==> src/rtl/pwm_pkg.sv <==
package pwm_pkg;
  localparam int GLB_ENA  = 0;
  localparam int GLB_DIS  = 1;
  localparam int GLB_STAT = 2;
  localparam int CH_GRP_BASE  = 2;
  localparam int MODE_POL_BIT = 8;
  localparam int MODE_TGT_BIT = 10;

  typedef enum logic [1:0] {
    OFS_MODE = 2'd0,
    OFS_PRD  = 2'd1,
    OFS_DTY  = 2'd2,
    OFS_UPD  = 2'd3
  } ch_ofs_e;
endpackage

==> src/rtl/pwm_prescaler.sv <==
module pwm_prescaler #(
  parameter int PRES_W   = 4,
  parameter int PRES_MAX = 10
) (
  input  logic              clk,
  input  logic              rst_n,
  input  logic              run_i,
  input  logic              clr_i,
  input  logic [PRES_W-1:0] pres_i,
  output logic              tick_o
);
  logic [PRES_MAX-1:0] div_q, div_d, mask;

  always_comb begin
    for (int i = 0; i < PRES_MAX; i++) mask[i] = (i < int'(pres_i));
  end

  assign tick_o = run_i && ((div_q & mask) == mask);

  always_comb begin
    div_d = div_q;
    if (clr_i)      div_d = '0;
    else if (run_i) div_d = div_q + 1'b1;
  end

  always_ff @(posedge clk or negedge rst_n) begin
    if (!rst_n) div_q <= '0;
    else        div_q <= div_d;
  end

  // with a non-zero prescale code, ticks never come on back-to-back cycles
  a_r4_tick_spacing: assert property (@(posedge clk) disable iff (!rst_n)
    run_i && !clr_i && tick_o && (pres_i != '0) |=> !tick_o)
    else $error("a_r4_tick_spacing");
endmodule

==> src/rtl/pwm_status.sv <==
module pwm_status #(
  parameter int NUM_CH = 4
) (
  input  logic              clk,
  input  logic              rst_n,
  input  logic [NUM_CH-1:0] set_i,
  input  logic              rd_clr_i,
  output logic [NUM_CH-1:0] flags_o
);
  logic [NUM_CH-1:0] flags_q, flags_d;

  always_comb begin
    flags_d = flags_q;
    if (rd_clr_i) flags_d = '0;
    flags_d = flags_d | set_i;
  end

  always_ff @(posedge clk or negedge rst_n) begin
    if (!rst_n) flags_q <= '0;
    else        flags_q <= flags_d;
  end

  assign flags_o = flags_q;

  // a read leaves only the flags raised in that same cycle
  a_r9_read_clears: assert property (@(posedge clk) disable iff (!rst_n)
    rd_clr_i |=> ((flags_q & ~$past(set_i)) == '0))
    else $error("a_r9_read_clears");

  // an applied reload is always recorded, read or not
  a_r9_flag_kept: assert property (@(posedge clk) disable iff (!rst_n)
    (|set_i) |=> ((flags_q & $past(set_i)) == $past(set_i)))
    else $error("a_r9_flag_kept");
endmodule

==> src/rtl/pwm_channel.sv <==
module pwm_channel #(
  parameter int CNT_W    = 16,
  parameter int PRES_W   = 4,
  parameter int PRES_MAX = 10
) (
  input  logic              clk,
  input  logic              rst_n,
  input  logic              start_i,
  input  logic              stop_i,
  input  logic              wr_mode_i,
  input  logic              wr_prd_i,
  input  logic              wr_dty_i,
  input  logic              wr_upd_i,
  input  logic [CNT_W-1:0]  val_i,
  input  logic [PRES_W-1:0] mode_pres_i,
  input  logic              mode_pol_i,
  input  logic              mode_tgt_i,
  output logic              running_o,
  output logic              pwm_o,
  output logic              applied_o,
  output logic [CNT_W-1:0]  prd_o,
  output logic [CNT_W-1:0]  dty_o,
  output logic [PRES_W-1:0] pres_o,
  output logic              pol_o,
  output logic              tgt_o
);
  localparam logic [PRES_W-1:0] PRES_LIM = PRES_W'(PRES_MAX);

  logic              run_q, run_d;
  logic [CNT_W-1:0]  cnt_q, cnt_d;
  logic [CNT_W-1:0]  prd_q, prd_d, dty_q, dty_d, pv_q, pv_d;
  logic              pend_q, pend_d, pt_q, pt_d;
  logic [PRES_W-1:0] pres_q, pres_d;
  logic              pol_q, pol_d, tgt_q, tgt_d;
  logic              start_go, tick, last, boundary, applied;

  assign start_go = start_i && !run_q;

  pwm_prescaler #(.PRES_W(PRES_W), .PRES_MAX(PRES_MAX)) u_pres (
    .clk(clk), .rst_n(rst_n), .run_i(run_q), .clr_i(start_go),
    .pres_i(pres_q), .tick_o(tick)
  );

  assign last     = (prd_q == '0) || (cnt_q >= prd_q - 1'b1);
  assign boundary = run_q && tick && last;
  assign applied  = boundary && pend_q && !stop_i;

  always_comb begin
    run_d  = run_q;  cnt_d = cnt_q;
    prd_d  = prd_q;  dty_d = dty_q;
    pv_d   = pv_q;   pend_d = pend_q; pt_d = pt_q;
    pres_d = pres_q; pol_d = pol_q;   tgt_d = tgt_q;

    if (start_go) begin
      run_d = 1'b1;
      cnt_d = '0;
    end else if (run_q && tick) begin
      cnt_d = last ? '0 : cnt_q + 1'b1;
    end

    if (applied) begin
      pend_d = 1'b0;
      if (pt_q) prd_d = pv_q;
      else      dty_d = pv_q;
    end

    if (run_q) begin
      if (wr_upd_i) begin
        pend_d = 1'b1;
        pv_d   = val_i;
        pt_d   = tgt_q;
      end
    end else begin
      if (wr_prd_i) prd_d = val_i;
      if (wr_dty_i) dty_d = val_i;
      if (wr_upd_i) begin
        if (tgt_q) prd_d = val_i;
        else       dty_d = val_i;
      end
    end

    if (wr_mode_i) begin
      tgt_d = mode_tgt_i;
      if (!run_q) begin
        pres_d = (mode_pres_i > PRES_LIM) ? PRES_LIM : mode_pres_i;
        pol_d  = mode_pol_i;
      end
    end

    if (stop_i) begin
      run_d  = 1'b0;
      cnt_d  = '0;
      pend_d = 1'b0;
    end
  end

  always_ff @(posedge clk or negedge rst_n) begin
    if (!rst_n) begin
      run_q <= 1'b0; cnt_q <= '0; prd_q <= '0; dty_q <= '0;
      pv_q <= '0; pend_q <= 1'b0; pt_q <= 1'b0;
      pres_q <= '0; pol_q <= 1'b0; tgt_q <= 1'b0;
    end else begin
      run_q <= run_d; cnt_q <= cnt_d; prd_q <= prd_d; dty_q <= dty_d;
      pv_q <= pv_d; pend_q <= pend_d; pt_q <= pt_d;
      pres_q <= pres_d; pol_q <= pol_d; tgt_q <= tgt_d;
    end
  end

  assign pwm_o     = (run_q && (cnt_q < dty_q)) ^ pol_q;
  assign running_o = run_q;
  assign applied_o = applied;
  assign prd_o     = prd_q;
  assign dty_o     = dty_q;
  assign pres_o    = pres_q;
  assign pol_o     = pol_q;
  assign tgt_o     = tgt_q;

  // a running count stays inside the period
  a_r3_count_in_range: assert property (@(posedge clk) disable iff (!rst_n)
    run_q && (prd_q != '0) |-> cnt_q < prd_q)
    else $error("a_r3_count_in_range");

  // prescaler and polarity are frozen while running
  a_r7_mode_locked: assert property (@(posedge clk) disable iff (!rst_n)
    run_q && $past(run_q) |-> $stable(pol_q) && $stable(pres_q))
    else $error("a_r7_mode_locked");

  // a reload write to a running channel never lands on its own edge
  a_r8_update_deferred: assert property (@(posedge clk) disable iff (!rst_n)
    wr_upd_i && run_q && !applied |=> $stable(prd_q) && $stable(dty_q))
    else $error("a_r8_update_deferred");

  // stopping drops the held reload and the run state
  a_r10_stop_drops: assert property (@(posedge clk) disable iff (!rst_n)
    stop_i |=> !run_q && !pend_q)
    else $error("a_r10_stop_drops");
endmodule

==> src/rtl/pwm_multi.sv <==
module pwm_multi #(
  parameter int NUM_CH   = 4,
  parameter int CNT_W    = 16,
  parameter int PRES_W   = 4,
  parameter int PRES_MAX = 10,
  parameter int ADDR_W   = 6,
  parameter int DATA_W   = 32
) (
  input  logic              clk,
  input  logic              rst_n,
  input  logic              bus_wr_i,
  input  logic              bus_rd_i,
  input  logic [ADDR_W-1:0] bus_addr_i,
  input  logic [DATA_W-1:0] bus_wdata_i,
  output logic [DATA_W-1:0] bus_rdata_o,
  output logic [NUM_CH-1:0] pwm_o
);
  import pwm_pkg::*;

  localparam int GRP_W = ADDR_W - 2;

  logic [GRP_W-1:0] grp;
  logic [1:0]       ofs;
  logic             glb_sel;
  logic [NUM_CH-1:0] start_v, stop_v, running, applied, flags;
  logic [NUM_CH-1:0][CNT_W-1:0]  prd_a, dty_a;
  logic [NUM_CH-1:0][PRES_W-1:0] pres_a;
  logic [NUM_CH-1:0] pol_a, tgt_a;
  logic [DATA_W-1:0] rd_d, rdata_q;
  logic              stat_rd;
  logic              unused_wdata;

  assign grp     = bus_addr_i[ADDR_W-1:2];
  assign ofs     = bus_addr_i[1:0];
  assign glb_sel = (grp == '0);
  assign start_v = {NUM_CH{bus_wr_i && glb_sel && (ofs == 2'(GLB_ENA))}} & bus_wdata_i[NUM_CH-1:0];
  assign stop_v  = {NUM_CH{bus_wr_i && glb_sel && (ofs == 2'(GLB_DIS))}} & bus_wdata_i[NUM_CH-1:0];
  assign stat_rd = bus_rd_i && glb_sel && (ofs == 2'(GLB_STAT));
  assign unused_wdata = ^bus_wdata_i;

  for (genvar g = 0; g < NUM_CH; g++) begin : g_ch
    logic sel;
    assign sel = bus_wr_i && (grp == GRP_W'(CH_GRP_BASE + g));

    pwm_channel #(.CNT_W(CNT_W), .PRES_W(PRES_W), .PRES_MAX(PRES_MAX)) u_ch (
      .clk(clk), .rst_n(rst_n),
      .start_i(start_v[g]), .stop_i(stop_v[g]),
      .wr_mode_i(sel && (ofs == OFS_MODE)),
      .wr_prd_i (sel && (ofs == OFS_PRD)),
      .wr_dty_i (sel && (ofs == OFS_DTY)),
      .wr_upd_i (sel && (ofs == OFS_UPD)),
      .val_i(bus_wdata_i[CNT_W-1:0]),
      .mode_pres_i(bus_wdata_i[PRES_W-1:0]),
      .mode_pol_i(bus_wdata_i[MODE_POL_BIT]),
      .mode_tgt_i(bus_wdata_i[MODE_TGT_BIT]),
      .running_o(running[g]), .pwm_o(pwm_o[g]), .applied_o(applied[g]),
      .prd_o(prd_a[g]), .dty_o(dty_a[g]), .pres_o(pres_a[g]),
      .pol_o(pol_a[g]), .tgt_o(tgt_a[g])
    );
  end

  pwm_status #(.NUM_CH(NUM_CH)) u_stat (
    .clk(clk), .rst_n(rst_n), .set_i(applied), .rd_clr_i(stat_rd), .flags_o(flags)
  );

  always_comb begin
    rd_d = '0;
    if (glb_sel) begin
      if (ofs == 2'(GLB_STAT)) rd_d = DATA_W'(flags);
      else if (ofs != 2'd3)    rd_d = DATA_W'(running);
    end
    for (int i = 0; i < NUM_CH; i++) begin
      if (grp == GRP_W'(CH_GRP_BASE + i)) begin
        case (ofs)
          OFS_MODE: begin
            rd_d[PRES_W-1:0]   = pres_a[i];
            rd_d[MODE_POL_BIT] = pol_a[i];
            rd_d[MODE_TGT_BIT] = tgt_a[i];
          end
          OFS_PRD: rd_d = DATA_W'(prd_a[i]);
          OFS_DTY: rd_d = DATA_W'(dty_a[i]);
          default: rd_d = '0;
        endcase
      end
    end
  end

  always_ff @(posedge clk or negedge rst_n) begin
    if (!rst_n)        rdata_q <= '0;
    else if (bus_rd_i) rdata_q <= rd_d;
  end

  assign bus_rdata_o = rdata_q;

  // read data holds between reads
  a_r11_rdata_hold: assert property (@(posedge clk) disable iff (!rst_n)
    !$past(bus_rd_i) |-> $stable(bus_rdata_o))
    else $error("a_r11_rdata_hold");
endmodule

==> config.mk <==
export PLATFORM = sky130hd
export DESIGN_NAME = pwm_multi
export DESIGN_NICKNAME = d
export VERILOG_FILES = /design/src/rtl/pwm_pkg.sv /design/src/rtl/pwm_prescaler.sv /design/src/rtl/pwm_status.sv /design/src/rtl/pwm_channel.sv /design/src/rtl/pwm_multi.sv
export SDC_FILE = /design/constraint.sdc
export NUM_CORES = 1
export LEC_CHECK = 0
export BUFFER_PORTS_ARGS = -buffer_cell sky130_fd_sc_hd__buf_2
export CAP_MARGIN = 0
export CORE_AREA = 5 5 243 245
export CTS_CLUSTER_SIZE = 28
export DETAILED_ROUTE_END_ITERATION = 8
export DIE_AREA = 0 0 248 250
export PLACE_DENSITY = 0.63
export SLEW_MARGIN = 20
export SYNTH_ARGS = -nofsm -noshare
export SYNTH_HDL_FRONTEND = slang
export SYNTH_SLANG_ARGS = --single-unit
==> constraint.sdc <==
create_clock -name clk -period 3.7 [get_ports clk]
set_input_delay 0.74 -clock clk [delete_from_list [all_inputs] [get_ports clk]]
set_output_delay 0.74 -clock clk [all_outputs]
set_load 0.01 [all_outputs]
==> Yosys cells after proc, flatten, opt, wreduce, memory -nomap -nowiden <==
Index checks and enable logic that the tools add are counted.
{ "totals": {"register_bits": 368, "in_bits": 42, "out_inout_bits": 36, "wordCells": 354} }
{ "classes": {"addsub": 12, "order_cmp": 49, "n_eq_ne": 12, "muxes": 129, "bitwise_logic": 15, "n_reduce_logical": 91} }
{ "op_table": {"columns": ["operator", "n"], "rows": [
  ["16-bit two-way mux", 64],
  ["21-bit one-hot mux with 3 select lines", 4],
  ["32-bit two-way mux", 5],
  ["4-bit one-hot mux with 3 select lines", 8],
  ["10-bit two-way mux", 8],
  ["16-bit by 1-bit adder with 16-bit output, second input constant", 4],
  ["16-bit >= comparator", 4],
  ["16-bit zero test", 4],
  ["16-bit less-than comparator", 4],
  ["3-bit by 4-bit less-than comparator with 1-bit output, first input constant", 16],
  ["16-bit by 1-bit subtractor with 16-bit output, second input constant", 4],
  ["1-bit logical AND", 53],
  ["10-bit by 1-bit adder with 10-bit output, second input constant", 4],
  ["10-bit bitwise AND", 4],
  ["10-bit == test", 4],
  ["1-bit one-hot mux with 3 select lines", 12],
  ["1-bit by 4-bit less-than comparator with 1-bit output, first input constant", 8],
  ["2-bit by 4-bit less-than comparator with 1-bit output, first input constant", 8],
  ["4-bit less-than comparator, first input constant", 8],
  ["1-bit two-way mux", 24],
  ["4-bit two-way mux", 4],
  ["2-bit AND reduction", 8],
  ["2-bit nonzero test", 8],
  ["3-bit nonzero test", 4],
  ["14 further kinds", 34]
]} }

==> Depth between registers and ports, before layout <==
Gate-level depths: netlist of run 1.
{ "depth": {"word_depth": 13, "mapped_depth": 17, "ltp_nobuf": 15} }

==> By module <==
From an unflattened synthesis of run 1, not the netlist that was laid out.
{ "hier_totals": {"hier_cells": 2413, "area_unflattened_um2": 22377.7} }
{ "modules_own_cells": {"columns": ["mod", "instances", "cells_per_inst", "area_each_um2", "seq_area_each_um2"], "rows": [
  ["pwm_channel (g_ch[0].u_ch ...)", 2, 478, 4409.2, 1826.8],
  ["pwm_channel (g_ch[3].u_ch)", 1, 459, 4459.3, 1826.8],
  ["pwm_channel (g_ch[2].u_ch)", 1, 429, 4305.4, 1826.8],
  ["pwm_multi", 1, 302, 2217.1, 400.4],
  ["pwm_prescaler (g_ch[0].u_ch.u_pres ...)", 3, 64, 611.8, 250.2],
  ["pwm_prescaler (g_ch[3].u_ch.u_pres)", 1, 66, 608.1, 250.2],
  ["pwm_status", 1, 9, 133.9, 100.1]
]} }

==> Worst setup path before layout of run 1 <==
No wires, ideal clock.
{ "synth_path": {"path_type": "register to register", "from": "register g_ch[2].u_ch.prd_q[0]", "to": "register g_ch[2].u_ch.prd_q[12]", "setup_time_ns": 0.132, "arrival_time_ns": 3.917, "t_required_ns": 3.568, "slack_ns": -0.349, "path_stages_with_launch": 18, "n_path_buf": 2, "period_less_slack_ns": 4.049, "path_cell_list": "dfrtp_1 inv_1 ha_1 or3b_2 nor2_1 nand2_1 nor2_1 xnor2_1 ha_1 and3_1 o21ai_0 or4_1 a31oi_1 o2111a_1 buf_6 buf_6 mux2i_1 o21ai_1"} }
{ "synth_between": {"elab_chain_len": 11, "word_cells_on_any_way": 12, "classes_between": "1 x add/sub; 1 x order compare; 5 x mux; 5 x reduce/logical"} }
{ "synth_lines": {"columns": ["item", "line", "text"], "rows": [
  ["from (decl)", "pwm_channel.sv:31", "logic [CNT_W-1:0] prd_q, prd_d, dty_q, dty_d, pv_q, pv_d;"],
  ["from (signal assigned)", "pwm_channel.sv:103", "run_q <= run_d; cnt_q <= cnt_d; prd_q <= prd_d; dty_q <= dty_d;"],
  ["16-bit by 1-bit subtractor with 16-bit output", "pwm_channel.sv:44", "assign last = (prd_q == '0) || (cnt_q >= prd_q - 1'b1);"],
  ["16-bit >= comparator", "pwm_channel.sv:44", null],
  ["1-bit logical OR (*)", "pwm_channel.sv:44", null],
  ["1-bit logical AND (*)", "pwm_channel.sv:45", "assign boundary = run_q && tick && last;"],
  ["1-bit logical AND (*) (2 in series)", "pwm_channel.sv:46", "assign applied = boundary && pend_q && !stop_i;"],
  ["16-bit two-way mux (*)", "pwm_channel.sv:61", "if (applied) begin"],
  ["16-bit two-way mux", "pwm_channel.sv:74", "if (wr_prd_i) prd_d = val_i;"],
  ["16-bit two-way mux", "pwm_channel.sv:77", "if (tgt_q) prd_d = val_i;"],
  ["16-bit two-way mux", "pwm_channel.sv:76", "if (wr_upd_i) begin"],
  ["16-bit two-way mux (*)", "pwm_channel.sv:67", "if (run_q) begin"],
  ["net g_ch[2].u_ch.prd_d[12]", "pwm_channel.sv:31", null]
]} }
Mark *: on every way through the listed nets, which the timed path passes. The rest lies on a longest branch.
A chain may end at the register's enable or synchronous reset.

==> Final worst setup path of run 1 <==
{ "layout_path": {"from": "register g_ch[3].u_ch.prd_q[4]", "to": "register g_ch[3].u_ch.dty_q[11]"} }
{ "layout_between": {"elab_chain_len": 11, "word_cells_on_any_way": 12, "classes_between": "1 x add/sub; 1 x order compare; 5 x mux; 5 x reduce/logical"} }
{ "layout_lines": {"columns": ["item", "line", "text"], "rows": [
  ["from (decl)", "pwm_channel.sv:31", null],
  ["from (signal assigned)", "pwm_channel.sv:103", null],
  ["16-bit by 1-bit subtractor with 16-bit output", "pwm_channel.sv:44", null],
  ["16-bit >= comparator", "pwm_channel.sv:44", null],
  ["1-bit logical OR (*)", "pwm_channel.sv:44", null],
  ["1-bit logical AND (*)", "pwm_channel.sv:45", null],
  ["1-bit logical AND (*) (2 in series)", "pwm_channel.sv:46", null],
  ["16-bit two-way mux (*)", "pwm_channel.sv:61", null],
  ["16-bit two-way mux", "pwm_channel.sv:75", "if (wr_dty_i) dty_d = val_i;"],
  ["16-bit two-way mux", "pwm_channel.sv:77", null],
  ["16-bit two-way mux", "pwm_channel.sv:76", null],
  ["16-bit two-way mux (*)", "pwm_channel.sv:67", null],
  ["net g_ch[3].u_ch.dty_d[11]", "pwm_channel.sv:31", null],
  ["to (signal assigned)", "pwm_channel.sv:103", null],
  ["to (decl)", "pwm_channel.sv:31", null]
]} }
Marks and branches as above.

==> results of run 1 <==
==> timing repair <==
action,4_1_cts,5_1_grt
resized for setup,51,156
pin swaps,28,80
gates cloned,4,7
endpoints found under the setup margin,92,195
setup buffers,14,14
==> cell families after synthesis <==
group,synth area share
xor gates and xnor gates,0.0270
DFF,0.394
AOI/OAI and AO/OA,0.200
and+or+nand+nor,0.185
adders and majority gates,0.0783
buffers and inverters,0.0561
muxes,0.0597
other,0.000168
==> worst max-delay path: cells and delay by family (launching register included) <==
kind	cells	cell delay, ns
adder cells (fa/ha/maj)	1	0.16
AO/OA/AOI/OAI	6	0.88
flip-flops	1	0.40
AND/OR/NAND/NOR	6	1.27
buffers and inverters	8	0.92
==> synth_stat cells, types with 37 or more instances <==
library cell / number / area (um^2)
nand2_1: 246 / 923
nor2_1: 143 / 537
mux2i_1: 39 / 390
nor3_1: 64 / 320
a31oi_1: 52 / 325
mux2_2: 84 / 946
inv_1: 123 / 462
o311ai_0: 60 / 526
o211ai_1: 37 / 278
xnor2_1: 45 / 394
a22oi_1: 41 / 308
clkbuf_1: 137 / 514
o22ai_1: 42 / 263
a21o_1: 46 / 345
dfrtp_1: 352 / 8810
a21oi_1: 119 / 596
o21ai_0: 145 / 726
nand3_1: 143 / 716
ha_1: 140 / 1750
==> worst paths after layout <==
check,end,slack [ns],cells past startpoint
max in group asynchronous,g_ch[0].u_ch.prd_o[7],2.65,2
min in group clk,u_stat.flags_o[0],0.48,2
setup reg to reg,g_ch[3].u_ch.dty_o[11],-0.07,21
setup / recovery,g_ch[3].u_ch.dty_o[11],-0.07,21
hold reg to reg,u_stat.flags_o[0],0.48,2
hold / removal,g_ch[3].u_ch.cnt_q[14],0.14,1
==> layer usage <==
layer  track usage  vias to the layer above  wire length (um)
li1              -                     9417                 -
met3        0.0493                      175              5990
met2         0.352                      804             33500
met1         0.318                    10300             31600
met5             0                        -                75
met4        0.0872                       12              2960
==> through the flow <==
stage          setup TNS (ns)   util
2_1_floorplan          -0.126      -
3_3_place_gp            -6.00  0.428
3_5_place_dp            -7.92  0.428
4_1_cts                -0.325  0.460
5_1_grt                -11.11  0.475
6_report               -0.362  0.475
==> registers in the layout (all words and copies together), names as in the netlist <==
signal,count
g_ch.u_ch.pol_o,4
g_ch.u_ch.u_pres.div_q,40
g_ch.u_ch.pend_q,4
bus_rdata_o,16
u_stat.flags_o,4
g_ch.u_ch.pv_q,64
g_ch.u_ch.dty_o,64
g_ch.u_ch.pres_o,16
g_ch.u_ch.running_o,4
g_ch.u_ch.pt_q,4
g_ch.u_ch.tgt_o,4
g_ch.u_ch.cnt_q,64
g_ch.u_ch.prd_o,64
==> cell type report <==
cell class,instances,area [um^2],share of cell area
multi-input combinational,1851,13200,0.487
sequential,352,8810,0.326
timing repair buffer,247,2170,0.0804
clock buffer,57,1220,0.0451
tap,765,957,0.0354
inverter,123,462,0.0171
clock inverter,18,231,0.00856
antenna,4,10.0,0.000370
==> power by group through the flow <==
stage / Clock, mW / Combinational, mW / Sequential, mW
4_1_cts: 4.48 / 4.84 / 5.54
5_1_grt: 4.62 / 6.00 / 5.69
6_report: 4.40 / 5.41 / 5.58
3_3_place_gp: 0 / 4.53 / 5.55
3_5_place_dp: 0 / 4.74 / 5.59
2_1_floorplan: 0 / 3.24 / 5.26
==> summary.txt, run 1 <==
Outcome
  • Outcome: complete, but fails checks
  • Failing checks: DRC, setup timing

Critical path
  • Critical path fanouts, max: 4
  • Worst path max stage delay: around 0.40 ns
  • WP data required: ~4.1 ns
  • Worst EP arrival: 4.21 ns
  • Worst setup SP type: register
  • R2R Path Start: g_ch[3].u_ch.prd_o[4]
  • Worst setup path startpoint: g_ch[3].u_ch.prd_o[4]
  • Endpoint class of the critical path: register
  • Most used cell, CP: buf_4
  • CP cell instances: nor4_4, nand2_1, nor2_2, buf_4, buf_4, buf_4, buf_4, buf_4, a21oi_1, a31oi_1, ha_1, nand4_1, or2_4, or3_4, o221ai_4, o211ai_1, buf_4, buf_6, buf_6, o311ai_2, o311ai_1
  • Critical-path top delay cell: dfrtp_1
  • Crit path kind: reg -> reg

Timing
  • Fmax: approximately 260 MHz
  • Fin crit share: 1.02
  • Setup violation total in the final timing report: 18
  • Final hold vios: 0
  • Post-layout minimum cycle time: around 3.8 ns
  • Final number of max-transition violations: 0
  • Final Skew: around 0.019 ns
  • Slew @ Worst Pin: about 1.1 ns
  • Slew margin rel.: 0.287
  • Final worst setup slack: -0.0742 ns
  • RSZ-0062 raised after global routing: true
  • Min Hold Slack: between 0.1 and 0.15 ns

CTS
  • CTS Buffer Depth: 3
  • TritonCTS clock tree: built
  • CTS clock-pin slew for the worst setup and hold paths: 0.06 ns
  • CTS buffer count: roughly 40
  • CTS root buf: clkbuf_16
  • Clk Latency, worst-skew pair: roughly 0.58 ns
  • H-tree Lvls: 2
  • CTS Hold Buffers Added: 0
  • Clock Sinks: 352

Power and ir drop
  • Int Pwr: 9.71 mW
  • Clk pwr share: 0.286
  • Leakage: about 12 nW
  • Sw frac: 0.369
  • Power per cell area: ~570 mW/mm^2
  • Net switching power: about 5.7 mW
  • Max VDD drop: ~0.00039 V
  • Combinational share of power: 0.352
  • Pwr Total: around 15 mW
  • Sequential power share: 0.363

Route
  • Via count: 20700
  • Wire length per cell: between 20 and 25 um
  • Initial DRC Count: ~2200
  • Detail-routed via count per cell: between 6 and 7
  • DRT antenna net count: 0
  • # DRC: 8
  • Initial DRT Pass Iterations: 9
  • Final wirelength: between 70000 and 80000 um

Run
  • MaxCap Viol Count: 0

Floorplanning
  • Row cnt: just under 90
  • IO Pins: 78
  • Core area: around 0.057 mm^2
  • Die height: approximately 250 um
  • Initial Utilization: 0.393
  • Die W: 248 um
  • Die ar.: 0.0620 mm^2

Layout
  • Post-route cell area: ~0.027 mm^2
  • Filler cell count: 5343
  • Most frequent cells in the layout: dfrtp_1, nand2_1, buf_4, ha_1, nor2_1
  • Synth-to-layout area growth: 20.8%
  • Final nets: 2798
  • Layout cells sized above 1: 0.206
  • Final Non-Filler Cells: 3417
  • Commonest non-fill, non-tap cell in the layout: dfrtp_1

Placement
  • Placed Instances: 3300
  • Routability cong.: roughly 0.92
  • Pre-CTS setup slack: -0.252 ns
  • Placed Instance Area: around 0.024 mm^2
  • Input/output buffers: 45
  • Final HPWL DP: 51200 um

Yosys
  • Cells after synthesis: ~2500
  • Main synth FF type: dfrtp_1
  • EDFF count, synth: 0
  • Synthesized area: approximately 0.022 mm^2
  • Async SR Flop Fraction: 1.00
  • #FFs+latches synth: ~350
  • Syn Area/Cell: about 9 um^2
  • Yosys cell types: between 70 and 80
  • Register area share after synthesis: 0.394
  • YS warnings: 0

GRT
  • Largest net degree at the start of global routing: 80
  • Total GRT Usage: 0.230
  • GR Overflow Total: 0
  • Initial antenna violation count: 9
  • Vias in the first global route: 20200
  • Global-route wire length before repair: between 100000 and 150000 um

Min path
  • HP Class: in -> async
(Power assumes the default switching activity.)
==> inputs of run 2 (changes only) <==
--- a/config.mk
+++ b/config.mk
@@ -5,12 +5,14 @@
 export SDC_FILE = /design/constraint.sdc
 export NUM_CORES = 1
 export LEC_CHECK = 0
+export ABC_AREA = 1
 export BUFFER_PORTS_ARGS = -buffer_cell sky130_fd_sc_hd__buf_2
 export CAP_MARGIN = 0
-export CORE_AREA = 5 5 243 245
+export CORE_AREA = 5 5 253 255
+export CTS_CLUSTER_DIAMETER = 30
 export CTS_CLUSTER_SIZE = 28
 export DETAILED_ROUTE_END_ITERATION = 8
-export DIE_AREA = 0 0 248 250
+export DIE_AREA = 0 0 258 260
 export PLACE_DENSITY = 0.63
 export SLEW_MARGIN = 20
 export SYNTH_ARGS = -nofsm -noshare
==> summary.txt, run 2 <==
Yosys
  • EDFF count, synth: 0 (unchanged)
  • Async SR Flop Fraction: 1.00 (unchanged)
  • Yosys cell types: 51 (-32%)
  • #FFs+latches synth: 352 (unchanged)
  • Top-count cell post-synth: nand2_1
  • Synth top area cells: dfrtp_1, nand2_1, ha_1
  • Synthesized area: 0.0242 mm^2 (+8.3%)
  • Register area share after synthesis: 0.364 (-0.0302)
  • Cells after synthesis: 3479 (+40%)
  • Main synth FF type: dfrtp_1
  • Share of the synthesized area in the top cell type: 0.364 (-0.0302)
  • Syn Area/Cell: 6.97 um^2 (-23%)
  • Most frequent cells after synthesis: nand2_1, inv_1, dfrtp_1
  • Cell taking the most area after synthesis: dfrtp_1
  • YS warnings: 0 (unchanged)

Outcome
  • Outcome: complete, no violations

Timing
  • Slew margin rel.: 0.425 (+0.139)
  • Setup violation total in the final timing report: 0 (-18)
  • Slew @ Worst Pin: 0.859 ns (-0.211 ns)
  • Post-layout minimum cycle time: 3.38 ns (-0.399 ns)
  • Setup TNS: 0 ns (+0.362 ns)
  • Fin crit share: 0.912 (-0.108)
  • Final worst setup slack: 0.325 ns (+0.399 ns)
  • RSZ-0062 raised after global routing: false
  • Final hold vios: 0 (unchanged)
  • Final Skew: 0.0296 ns (+0.0111 ns)
  • Final number of max-transition violations: 0 (unchanged)
  • Fmax: 296 MHz (+12%)

Route
  • Initial DRT Pass Iterations: 7 (-2)
  • Via count: 24000 (+16%)
  • Final wirelength: 84100 um (+13%)
  • Detail-routed via count per cell: 5.39 (-11%)
  • Wire length per cell: 18.9 um (-13%)
  • Initial DRC Count: 2283 (+5.8%)
  • # DRC: 0 (-8)
  • DRT antenna net count: 0 (unchanged)

GRT
  • Vias in the first global route: 22400 (+11%)
  • GR Overflow Total: 0 (unchanged)
  • Total GRT Usage: 0.246 (+0.0166)
  • Initial antenna violation count: 6 (-3)
  • Largest net degree at the start of global routing: 85 (+6.3%)
  • Global-route wire length before repair: 130000 um (+14%)

Critical path
  • Endpoint class of the critical path: register
  • Crit path kind: reg -> reg
  • Reg-to-Reg End: g_ch[1].u_ch.prd_o[1]
  • R2R Path Start: g_ch[1].u_ch.prd_o[2]
  • Critical path fanouts, max: 8 (+4)
  • Worst EP arrival: 3.94 ns (-0.27 ns)
  • R2R cell count: 20 (-4.8%)
  • Worst setup path startpoint: g_ch[1].u_ch.prd_o[2]
  • CP endpoint: g_ch[1].u_ch.prd_o[1]
  • Flop2flop setup slack: 0.32 ns (+0.40 ns)
  • Worst setup SP type: register
  • WP data required: 4.26 ns (+0.12 ns)

Floorplanning
  • Die height: 260 um (+4.0%)
  • Initial Utilization: 0.395 (+0.00183)
  • Die W: 258 um (+4.0%)
  • IO Pins: 78 (unchanged)
  • Die ar.: 0.0671 mm^2 (+8.2%)
  • Row cnt: 91 (+3.4%)
  • Core area: 0.0614 mm^2 (+7.8%)

Layout
  • Commonest non-fill, non-tap cell in the layout: nand2_1
  • Most frequent cells in the layout: nand2_1, inv_1, dfrtp_1, nand3_1, o21ai_0
  • Synth-to-layout area growth: 19.8%
  • Post-route cell area: 0.0290 mm^2 (+7.4%)
  • Layout cells sized above 1: 0.106 (-0.100)
  • Core Util, Final: 0.473 (-0.00177)
  • Filler cell count: 6099 (+14%)
  • Final nets: 3766 (+35%)

CTS
  • CTS buffer count: 93 (+130%)
  • Clk Latency, worst-skew pair: 0.64 ns (+0.06 ns)
  • TritonCTS clock tree: built
  • H-tree Lvls: 3 (+1)
  • Clock Sinks: 352 (unchanged)
  • CTS clock-pin slew for the worst setup and hold paths: 0.04 ns (-0.02 ns)
  • CTS Buffer Depth: 3 (unchanged)
  • CTS root buf: clkbuf_16

Min path
  • HP Class: reg -> reg

Run
  • MaxCap Viol Count: 0 (unchanged)

Power and ir drop
  • Power per cell area: 586 mW/mm^2 (+2.8%)
  • Leakage: 14.6 nW (+22%)
  • Max VDD drop: 0.000442 V (+14%)

Placement
  • Routability cong.: 0.920 (+0.46%)
  • Placed Instance Area: 0.0256 mm^2 (+5.3%)
  • Pre-CTS setup slack: 0.106 ns (+0.358 ns)
  • Final HPWL DP: 60100 um (+17%)
  • Input/output buffers: 45 (unchanged)
run 2: stage by stage:
stage | power, mW | std cells | hold WS (ns)
detailed placement | 8.60 | 4276 | 0.459
global placement | 8.53 | 4276 | 0.465
global route | 17.9 | 4449 | 0.506
floorplan | 7.37 | 3494 | 0.444
CTS | 17.1 | 4447 | 0.478
finish | 17.0 | 4450 | 0.475
run 2: cells by family after synthesis:
logic type,Yosys count,share of synthesized area
xor gates and xnor gates,78,0.0282
buffers and inverters,614,0.101
other,1,0.000155
DFF,352,0.364
AOI/OAI and AO/OA,538,0.122
and+or+nand+nor,1756,0.313
adders and majority gates,140,0.0723
run 2: worst min-delay path by stage:
stage / from / end / slack (ns) / cells past startpoint
finish: bus_rdata_o[13] / bus_rdata_o[13] / 0.48 / 2
floorplan: rst_n / bus_rdata_o[0] / 0.44 / 0
CTS: bus_rdata_o[13] / bus_rdata_o[13] / 0.48 / 2
detailed placement: bus_rdata_o[13] / bus_rdata_o[13] / 0.46 / 2
global route: bus_wdata_i[13] / g_ch[0].u_ch.dty_o[13] / 0.51 / 3
global placement: g_ch[1].u_ch.pv_q[14] / g_ch[1].u_ch.pv_q[14] / 0.47 / 2
run 2: area by class of cell:
cell class / count / area [um^2] / area share
clock buffers: 118 / 2630 / 0.0904
repair inverters: 1 / 5.00 / 0.000172
clock inverters: 52 / 658 / 0.0227
multi-input cells: 2528 / 13100 / 0.452
repair buffers: 153 / 1110 / 0.0383
inverters: 455 / 1710 / 0.0590
well taps: 790 / 988 / 0.0341
flip-flops and latches: 352 / 8810 / 0.303
diodes: 1 / 2.50 / 0.0000862
run 2: per-layer routing:
layer	vias to the layer above	routed length, um	global-route usage
met4	10	4030	0.109
met5	-	64	0
met3	245	7900	0.0601
li1	11600	-	-
met1	11100	35300	0.330
met2	1042	36800	0.379
run 2: critical path, stage by stage (launching register included):
cell     delay, ns
dfrtp_1       0.38
inv_1         0.07
nand3_1       0.14
nor3_2        0.18
nand3_1       0.16
inv_1         0.10
nand3_1       0.13
nor3_2        0.15
xor2_1        0.15
inv_1         0.05
ha_1          0.29
nand2_1       0.08
nor4_1        0.32
nand2_1       0.09
nand3_1       0.15
buf_4         0.22
nand2_1       0.19
buf_4         0.24
nand2_1       0.06
nand3_1       0.08
nand2_1       0.07
run 2: timing repair:
action,4_1_cts,5_1_grt
hold endpoints to repair,1,0
buffers inserted,0,1
hold buffers,1,0
gates resized for setup,0,19
endpoints found under the setup margin,0,133
run 2: power by group:
group	internal, mW	switching, mW
logic	1.23	2.34
registers	4.48	0.586
clock network	5.81	2.56
total	11.5	5.48
